**src/rtl/secrst_pkg.sv**
```systemverilog
package secrst_pkg;

  typedef enum logic [2:0] {
    ST_REQ    = 3'd0,
    ST_WAIT   = 3'd1,
    ST_SAMPLE = 3'd2,
    ST_HOLD   = 3'd3,
    ST_RUN    = 3'd4
  } seqState_t;

  typedef struct packed {
    logic clrAll;
    logic armStable;
    logic clrCnt;
    logic incCnt;
    logic capture;
    logic done;
  } seqStrobe_t;

  localparam logic [1:0] MODE_PCI  = 2'b00;
  localparam logic [1:0] MODE_X66  = 2'b01;
  localparam logic [1:0] MODE_X100 = 2'b10;
  localparam logic [1:0] MODE_X133 = 2'b11;

  function automatic logic [1:0] decodeMode(input logic [1:0] cap, input logic sel100);
    logic [1:0] m;
    if (cap[1])      m = sel100 ? MODE_X100 : MODE_X133;
    else if (cap[0]) m = MODE_X66;
    else             m = MODE_PCI;
    return m;
  endfunction

endpackage

```
**src/rtl/secrst_sync.sv**
```systemverilog
module secrst_sync #(
  parameter int WIDTH  = 1,
  parameter int STAGES = 2
) (
  input  logic             clk,
  input  logic             rstN,
  input  logic [WIDTH-1:0] d,
  output logic [WIDTH-1:0] q
);

  genvar b;
  generate
    for (b = 0; b < WIDTH; b++) begin : gBit
      logic [STAGES-1:0] chain;
      always_ff @(posedge clk or negedge rstN) begin
        if (!rstN) chain <= '0;
        else       chain <= {chain[STAGES-2:0], d[b]};
      end
      assign q[b] = chain[STAGES-1];
    end
  endgenerate

endmodule

```
**src/rtl/secrst_ctrl.sv**
```systemverilog
module secrst_ctrl
  import secrst_pkg::*;
(
  input  logic       clk,
  input  logic       rstN,
  input  logic       sbrBit,
  input  logic       stableSeen,
  input  logic       sampleEnd,
  input  logic       holdEnd,
  output seqStrobe_t strb,
  output logic       strongPuEn,
  output logic       secRstN
);

  seqState_t state, nextState;

  always_ff @(posedge clk or negedge rstN) begin
    if (!rstN) state <= ST_REQ;
    else       state <= nextState;
  end

  always_comb begin
    strb      = '0;
    nextState = state;
    if (sbrBit) begin
      strb.clrAll = 1'b1;
      nextState   = ST_REQ;
    end else begin
      case (state)
        ST_REQ: begin
          strb.clrAll = 1'b1;
          nextState   = ST_WAIT;
        end
        ST_WAIT: begin
          strb.armStable = 1'b1;
          if (stableSeen) begin
            strb.clrCnt = 1'b1;
            nextState   = ST_SAMPLE;
          end
        end
        ST_SAMPLE: begin
          strb.incCnt = 1'b1;
          if (sampleEnd) begin
            strb.capture = 1'b1;
            nextState    = ST_HOLD;
          end
        end
        ST_HOLD: begin
          strb.incCnt = 1'b1;
          if (holdEnd) begin
            strb.done = 1'b1;
            nextState = ST_RUN;
          end
        end
        ST_RUN:  nextState = ST_RUN;
        default: nextState = ST_REQ;
      endcase
    end
  end

  assign strongPuEn = (state == ST_SAMPLE);
  assign secRstN    = (state == ST_RUN);


  sbr_forces_reset_chk: assert property (@(posedge clk) disable iff (!rstN)
    sbrBit |=> !secRstN);


  pu_not_released_chk: assert property (@(posedge clk) disable iff (!rstN)
    strongPuEn |-> !secRstN);


  window_needs_stable_chk: assert property (@(posedge clk) disable iff (!rstN)
    $rose(strongPuEn) |-> $past(stableSeen));

endmodule

```
**src/rtl/secrst_dp.sv**
```systemverilog
module secrst_dp
  import secrst_pkg::*;
#(
  parameter int SAMPLE_CYCLES = 16,
  parameter int HOLD_CYCLES   = 5000000
) (
  input  logic       clk,
  input  logic       rstN,
  input  seqStrobe_t strb,
  input  logic       stableSync,
  input  logic [1:0] capSync,
  input  logic       freqSel100,
  output logic       stableSeen,
  output logic       sampleEnd,
  output logic       holdEnd,
  output logic [1:0] modeCode,
  output logic       seqDone
);

  localparam int CNT_W = $clog2(HOLD_CYCLES + 1);
  localparam logic [CNT_W-1:0] SAMPLE_LAST = CNT_W'(SAMPLE_CYCLES - 1);
  localparam logic [CNT_W-1:0] HOLD_LAST   = CNT_W'(HOLD_CYCLES - 1);
  localparam logic [CNT_W-1:0] CNT_MAX     = CNT_W'(HOLD_CYCLES);

  logic [CNT_W-1:0] holdCnt;
  logic [1:0]       modeReg;

  always_ff @(posedge clk or negedge rstN) begin
    if (!rstN)                              stableSeen <= 1'b0;
    else if (strb.clrAll)                   stableSeen <= 1'b0;
    else if (strb.armStable && stableSync)  stableSeen <= 1'b1;
  end

  always_ff @(posedge clk or negedge rstN) begin
    if (!rstN)                                  holdCnt <= '0;
    else if (strb.clrAll || strb.clrCnt)        holdCnt <= '0;
    else if (strb.incCnt && holdCnt != CNT_MAX) holdCnt <= holdCnt + 1'b1;
  end

  assign sampleEnd = (holdCnt == SAMPLE_LAST);
  assign holdEnd   = (holdCnt >= HOLD_LAST);

  always_ff @(posedge clk or negedge rstN) begin
    if (!rstN)             modeReg <= MODE_PCI;
    else if (strb.clrAll)  modeReg <= MODE_PCI;
    else if (strb.capture) modeReg <= decodeMode(capSync, freqSel100);
  end

  always_ff @(posedge clk or negedge rstN) begin
    if (!rstN) seqDone <= 1'b0;
    else       seqDone <= strb.done;
  end

  assign modeCode = modeReg;


  stable_latch_chk: assert property (@(posedge clk) disable iff (!rstN)
    (stableSeen && !strb.clrAll) |=> stableSeen);


  no_overflow_chk: assert property (@(posedge clk) disable iff (!rstN)
    holdCnt <= CNT_MAX);


  done_pulse_chk: assert property (@(posedge clk) disable iff (!rstN)
    seqDone |=> !seqDone);


  mode_hold_chk: assert property (@(posedge clk) disable iff (!rstN)
    (!strb.capture && !strb.clrAll) |=> $stable(modeReg));

endmodule

```
**src/rtl/secbus_reset_seq.sv**
```systemverilog
module secbus_reset_seq
  import secrst_pkg::*;
#(
  parameter int SAMPLE_CYCLES = 16,
  parameter int HOLD_CYCLES   = 5000000
) (
  input  logic       clk,
  input  logic       priRstN,
  input  logic       sbrBit,
  input  logic       clkStableIn,
  input  logic [1:0] capSense,
  input  logic       freqSel100,
  output logic       secRstN,
  output logic       strongPuEn,
  output logic [1:0] modeCode,
  output logic       seqDone
);

  seqStrobe_t strb;
  logic       stableSync, stableSeen, sampleEnd, holdEnd;
  logic [1:0] capSync;

  secrst_sync #(.WIDTH(1), .STAGES(2)) uStableSync (
    .clk(clk), .rstN(priRstN), .d(clkStableIn), .q(stableSync)
  );

  secrst_sync #(.WIDTH(2), .STAGES(2)) uCapSync (
    .clk(clk), .rstN(priRstN), .d(capSense), .q(capSync)
  );

  secrst_ctrl uCtrl (
    .clk(clk), .rstN(priRstN), .sbrBit(sbrBit),
    .stableSeen(stableSeen), .sampleEnd(sampleEnd), .holdEnd(holdEnd),
    .strb(strb), .strongPuEn(strongPuEn), .secRstN(secRstN)
  );

  secrst_dp #(.SAMPLE_CYCLES(SAMPLE_CYCLES), .HOLD_CYCLES(HOLD_CYCLES)) uDp (
    .clk(clk), .rstN(priRstN), .strb(strb),
    .stableSync(stableSync), .capSync(capSync), .freqSel100(freqSel100),
    .stableSeen(stableSeen), .sampleEnd(sampleEnd), .holdEnd(holdEnd),
    .modeCode(modeCode), .seqDone(seqDone)
  );


  done_with_release_chk: assert property (@(posedge clk) disable iff (!priRstN)
    $rose(secRstN) |-> seqDone);

endmodule

```
**config.mk**
```make
export PLATFORM = sky130hd
export DESIGN_NAME = secbus_reset_seq
export DESIGN_NICKNAME = d
export VERILOG_FILES = /design/src/rtl/secrst_pkg.sv /design/src/rtl/secrst_sync.sv /design/src/rtl/secrst_ctrl.sv /design/src/rtl/secrst_dp.sv /design/src/rtl/secbus_reset_seq.sv
export SDC_FILE = /design/constraint.sdc
export NUM_CORES = 1
export LEC_CHECK = 0
export BUFFER_PORTS_ARGS = -buffer_cell sky130_fd_sc_hd__clkbuf_2
export CAP_MARGIN = 30
export CORE_MARGIN = 1
export CORE_UTILIZATION = 30
export DETAILED_ROUTE_END_ITERATION = 8
export GPL_ROUTABILITY_DRIVEN = 1
export GPL_TIMING_DRIVEN = 0
export PLACE_DENSITY_LB_ADDON = 0.12
export SLEW_MARGIN = 10
export SYNTH_ARGS = -nofsm -noshare
export SYNTH_HDL_FRONTEND = slang
export SYNTH_SLANG_ARGS = --single-unit
```
**constraint.sdc**
```tcl
create_clock -name clk -period 3.9 [get_ports clk]
set_input_delay 0.78 -clock clk [delete_from_list [all_inputs] [get_ports clk]]
set_output_delay 0.78 -clock clk [all_outputs]
set_load 0.01 [all_outputs]
```
Yosys cells after proc, flatten, opt, wreduce, memory -nomap -nowiden
Cells that the tools add are included.
{"block": "word_totals", "reg_bits": 36, "input_bits": 7, "wordCells": 52}
{"block": "op_classes", "reduce_logical": 9, "n_eq_ne": 9, "n_mux": 24, "magnitude_cmp": 1, "addsub": 1}
{"cell": "2-to-1 mux 23 bit", "n": 2}
{"cell": "adder 23 x 1 -> 23 bit (second input constant)", "n": 1}
{"cell": "== test 23 x 4 -> 1 bit (second input constant)", "n": 1}
{"cell": ">= comparator 23 bit (second input constant)", "n": 1}
{"cell": "inequality test 23 bit (second input constant)", "n": 1}
{"cell": "case mux 3 bit (5 select lines)", "n": 1}
{"cell": "2-to-1 mux 1 bit", "n": 12}
{"cell": "2-to-1 mux 3 bit", "n": 4}
{"cell": "2-to-1 mux 2 bit", "n": 4}
{"cell": "== test 3 x 2 -> 1 bit (second input constant)", "n": 2}
{"cell": "inequality test 3 x 2 -> 1 bit (second input constant)", "n": 2}
{"cell": "nonzero test 2 bit", "n": 3}
{"cell": "2-to-1 mux 5 bit", "n": 1}
{"cell": "== test 3 x 1 -> 1 bit (second input constant)", "n": 1}
{"cell": "== test 3 bit (second input constant)", "n": 1}
{"cell": "zero test 3 bit", "n": 1}
{"cell": "inequality test 3 bit (second input constant)", "n": 1}
{"cell": "AND reduction 3 bit", "n": 1}
{"cell": "logical AND 1 bit", "n": 2}
{"cell": "OR reduction 2 bit", "n": 1}
{"cell": "logical OR 1 bit", "n": 1}

Logic depth before layout (Yosys ltp)
{"block": "logic_depth", "word_depth": 7, "depth_mapped": 7}

Cells and area by module
From an unflattened synthesis, not the netlist that was laid out.
{"block": "unflattened", "cells_unflattened": 198, "hier_area_um2": 1955.6}
{"module": "secrst_dp", "cells_each": 166, "area_each_um2": 1591.5, "n_inst": 1, "seq_area_each_um2": 675.6}
{"module": "secrst_ctrl", "cells_each": 24, "area_each_um2": 198.9, "n_inst": 1, "seq_area_each_um2": 75.1}
{"module": "secrst_sync at uCapSync", "cells_each": 6, "area_each_um2": 115.1, "n_inst": 1, "seq_area_each_um2": 100.1}
{"module": "secrst_sync at uStableSync", "cells_each": 2, "area_each_um2": 50.0, "n_inst": 1, "seq_area_each_um2": 50.0}

Worst setup path after synthesis
Ideal clock, no wire load.
{"block": "synth_timing", "path_kind": "input -> register", "from": "input port sbrBit", "to": "register uDp.holdCnt[22]", "arrival_ns": 2.091, "required_time_ns": 3.782, "slack_ns": 1.691, "path_buffers": 0, "stages": 5, "path_cell_list": "or4bb_2 -> nor4_4 -> nand4_1 -> xor2_1 -> nor2_1"}
{"block": "synth_between", "elab_chain_cells": 3, "elab_cells_between_ends": 6}
{"element": "start, declared", "line": "secbus_reset_seq.sv:9", "text": "input logic sbrBit,"}
{"element": "2-to-1 mux 1 bit / 2-to-1 mux 5 bit (equally long branches)", "line": "secrst_ctrl.sv:25", "text": "if (sbrBit) begin"}
{"element": "logical OR 1 bit / logical AND 1 bit (equally long branches)", "line": "secrst_dp.sv:36, secrst_dp.sv:37"}
{"element": "2-to-1 mux 23 bit / nonzero test 2 bit (equally long branches)"}
{"element": "end signal, assigned", "line": "secrst_dp.sv:37", "text": "else if (strb.incCnt && holdCnt != CNT_MAX) holdCnt <= holdCnt + 1'b1;"}
{"element": "end, declared", "line": "secrst_dp.sv:25", "text": "logic [CNT_W-1:0] holdCnt;"}
Several ways; a longest one is shown, not always the timed one.
A chain may end at the register's enable or synchronous reset.

Final worst setup path
{"block": "layout_timing", "from": "input port sbrBit", "to": "register uDp.holdCnt[20]"}
The elaborated chain is that of the path after synthesis.

==> summary.md <==
| Metric | Value |
|---|---|
| Worst path slowest cell | or4bb_2 |
| FP Rows | 28 |
| Largest family of logic cells by synthesized area | simple AND/OR/NAND/NOR gates |
| Worst path required time | 4.08 ns |
| Relative slew slack | 49.1% |
| Hold Fails Final Rpt | 0 |
| Synth warn | 0 |
| Routed wire length | 4.12 mm |
| Hold Path Stages | 0 |
| Switching Share | 22.3% |
| Total power after layout | 0.000747 W |
| Nets | 208 |
| Vias | 1455 |
| Crit share post-route | 59.8% |
| Switching Power | 0.000166 W |
| Reg-to-reg slack, setup | 1.69 ns |
| Number of max-cap violations | 0 |
| Tightest Pin Transition | 0.762 ns |
| RSZ-0062 raised after global routing | false |
| Max Slew Vio Count | 0 |
| Mux contribution to synthesized area | 1.62% |
| Hold slack | 0.350 ns |
| Final Util | 36.1% |
| R2r worst-path depth | 5 |
| Leak pwr | 0.906 nW |
| CTS Sinks | 36 |
| IO Count | 12 |
| Async set-reset flop share out of synthesis | 100% |
| Hold_sp | uStableSync.gBit[0].chain[0] |
| Port Buffers | 11 |
| Layout area overhead | 15.5% |
| Synthesized cell area | 1860 um2 |
| Cells after synthesis | 180 |
| Register bit total from synthesis | 36 |
| Drt via density | 5.29 |
| Mapped Nets | 189 |
| Crit path cell chain | clkbuf_2 > or4bb_2 > nor4_4 > nand3_1 > xor2_1 > nor2_1 |
| Drt pass-1 iters | 4 |
| Synth Area in Compound Gates | 9.42% |
| Initial Util | 31.2% |
| Internal power | 0.000581 W |
| Remaining DRCs | 0 |
| Clk pin slew, worst setup/hold paths | 0.08 ns |
| TritonCTS clock tree | done |
| Area after DPL | 2010 um2 |
| Worst Setup Start Kind | input pin |
| Hold Crit Class | flip-flop to flip-flop |
| Setup_tns | 0 ns |
| Synth Area in Simple Gates | 26.2% |
| Most used DFF post-synth | dfrtp_1 |
| First-pass GRT wire length | 7.16 mm |
| Iter 0 DRT Violations | 44 |
| Global placement routability congestion | 0.798 |
| Layout cell share with drive strength beyond 1 | 17.0% |
| EDFF count, synth | 0 |
| CTS Hold Bufs | 0 |
| CTS buffer count | 5 |
| Root buffer cell | clkbuf_8 |
| Worst reg2reg path startpoint | uCtrl.state[2] |
| Synth Area in Adders | 1.35% |
| Die Height | 80.7 um |
| Htree depth | 2 |
| Finished layout cell area | 2150 um2 |
| GRT Total Usage | 15.0% |
| Commonest non-fill, non-tap cell in the layout | dfrtp_1 |
| Post_cts resized | 0 |
| Worst path arrival time | 2.51 ns |
| Synth top area cells | dfrtp_1 48%, xor2_1 6.6%, nor2_1 6.3%, nand4_1 2.7%, xnor2_1 2.4% |
| Initial antenna violation count | 0 |
| Worst-path maximum fanout | 7 |
| WL per Instance | 15.0 um |
| Logic pwr share | 5.0% |
| Reg-to-Reg End | uDp.holdCnt[20] |
| Synth unique cells | 43 |
| DP Wirelength | 2.89 mm |
| XOR/XNOR share of the synthesized area | 8.95% |
| Dominant cell type by area after synthesis | dfrtp_1 |
| Mapped Avg Cell Area | 10.3 um2 |
| Most frequent cells in the layout | 36 x dfrtp_1, 31 x nor2_1, 14 x xor2_1 |
| Worst Skew | 0.00865 ns |
| Crit. End Element | flip-flop |
| Power per cell area | 348 nW/um2 |
| Reg power frac | 51.1% |
| Status | completed |
| VDD IR max | 171 uV |
| CP max stage delay | 0.72 ns |
| Remaining Overflow, GRT | 0 |
| Vias in the first global route | 1412 |
| Worst Hold End | uStableSync.gBit[0].chain[1] |
| Pin count of the biggest net entering global routing | 37 |
| Post-synth top area share | 48.5% |
| Worst-Skew Late Latency | 0.29 ns |
| Upper clock frequency limit | 429 MHz |
| Post-route ant nets | 0 |
| Minimum clock period | 2.33 ns |
| Die X-Extent | 80.7 um |
| Final setup fails | 0 |
| Seq/Total Area, Yosys | 48.5% |
| Clk buf depth | 2 |
| Core area | 5960 um2 |
| Ant diodes | 0 |
| Die area | 6520 um2 |
| Fill count | 613 |
| Clock power frac | 43.9% |
| Post-CTS setup buffer count | 0 |
| WS Path Type | input pin to flip-flop |
kinds of logic (layout without fill, tap and decap cells):
logic type / Yosys count / count (layout)
xor gates and xnor gates: 19 / 19
DFF: 36 / 36
buffers and inverters: 12 / 32
AOI/OAI and AO/OA: 23 / 23
muxes: 3 / 3
and+or+nand+nor: 85 / 85
adders and majority gates: 2 / 2
metrics by stage:
stage | setup WS, ns | cells
2_1_floorplan | 1.69 | 180
3_3_place_gp | 1.33 | 266
3_5_place_dp | 1.30 | 266
4_1_cts | 1.61 | 274
5_1_grt | 1.48 | 275
6_report | 1.57 | 275
registers in the layout, indices dropped and copies added, names as in the netlist:
register and cells:
uDp.holdCnt 23, uCapSync.gBit.chain 4, uCtrl.state 3, uDp.modeCode 2
uStableSync.gBit.chain 2, uDp.seqDone 1, uDp.stableSeen 1
how the worst max path moves through the flow:
stage,end,depth (start not counted),from,slack [ns]
after global routing,uDp.holdCnt[20],6,sbrBit,1.48
after floorplan,uDp.holdCnt[22],5,sbrBit,1.69
after detailed placement,uDp.holdCnt[20],6,sbrBit,1.30
after global placement,uDp.holdCnt[22],6,sbrBit,1.33
final,uDp.holdCnt[20],6,sbrBit,1.57
after CTS,uDp.holdCnt[20],6,sbrBit,1.61
critical path: cells and delay by family:
kind                      cells  cell delay, ns
buffers and inverters         1            0.13
xor gates and xnor gates      1            0.21
and+or+nand+nor               4            1.39
synth_stat cells, types with 2 or more instances:
cell type,count
nor3_1,3
o21ai_0,4
or4_1,2
o31ai_1,2
and4_1,3
nor2_1,31
ha_1,2
nand4_1,8
a21oi_1,6
xor2_1,14
nor4_4,2
nand3_1,8
dfrtp_1,36
clkbuf_8,2
or3_1,2
nor4_1,4
o311ai_0,2
mux2i_1,3
xnor2_1,5
nand2_1,11
inv_1,8
metal layers:
layer	wire, um	share of wire, %	global-route usage (%)
met1	2030	49	20.2
met2	1900	46	22.4
met4	51	1.2	6.43
met3	128	3.1	4.09
met5	0	0	0
layout make-up:
class / instances / area (um2) / area share [%]
plain buffers: 4 / 43.8 / 2.04
clock buffers: 5 / 68.8 / 3.21
clock inverters: 3 / 42.5 / 1.98
inverters: 8 / 30.0 / 1.40
multi-input cells: 132 / 885 / 41.2
flip-flops and latches: 36 / 901 / 42.0
well taps: 75 / 93.8 / 4.37
repair buffers: 12 / 82.6 / 3.85
power by group through the flow:
stage | clock network (W) | registers (W) | logic (W)
2_1_floorplan | 0 | 0.000388 | 0.0000178
3_3_place_gp | 0 | 0.000389 | 0.0000342
3_5_place_dp | 0 | 0.000390 | 0.0000353
4_1_cts | 0.000341 | 0.000382 | 0.0000353
5_1_grt | 0.000364 | 0.000383 | 0.0000423
6_report | 0.000328 | 0.000382 | 0.0000373
(Power assumes the default switching activity.)
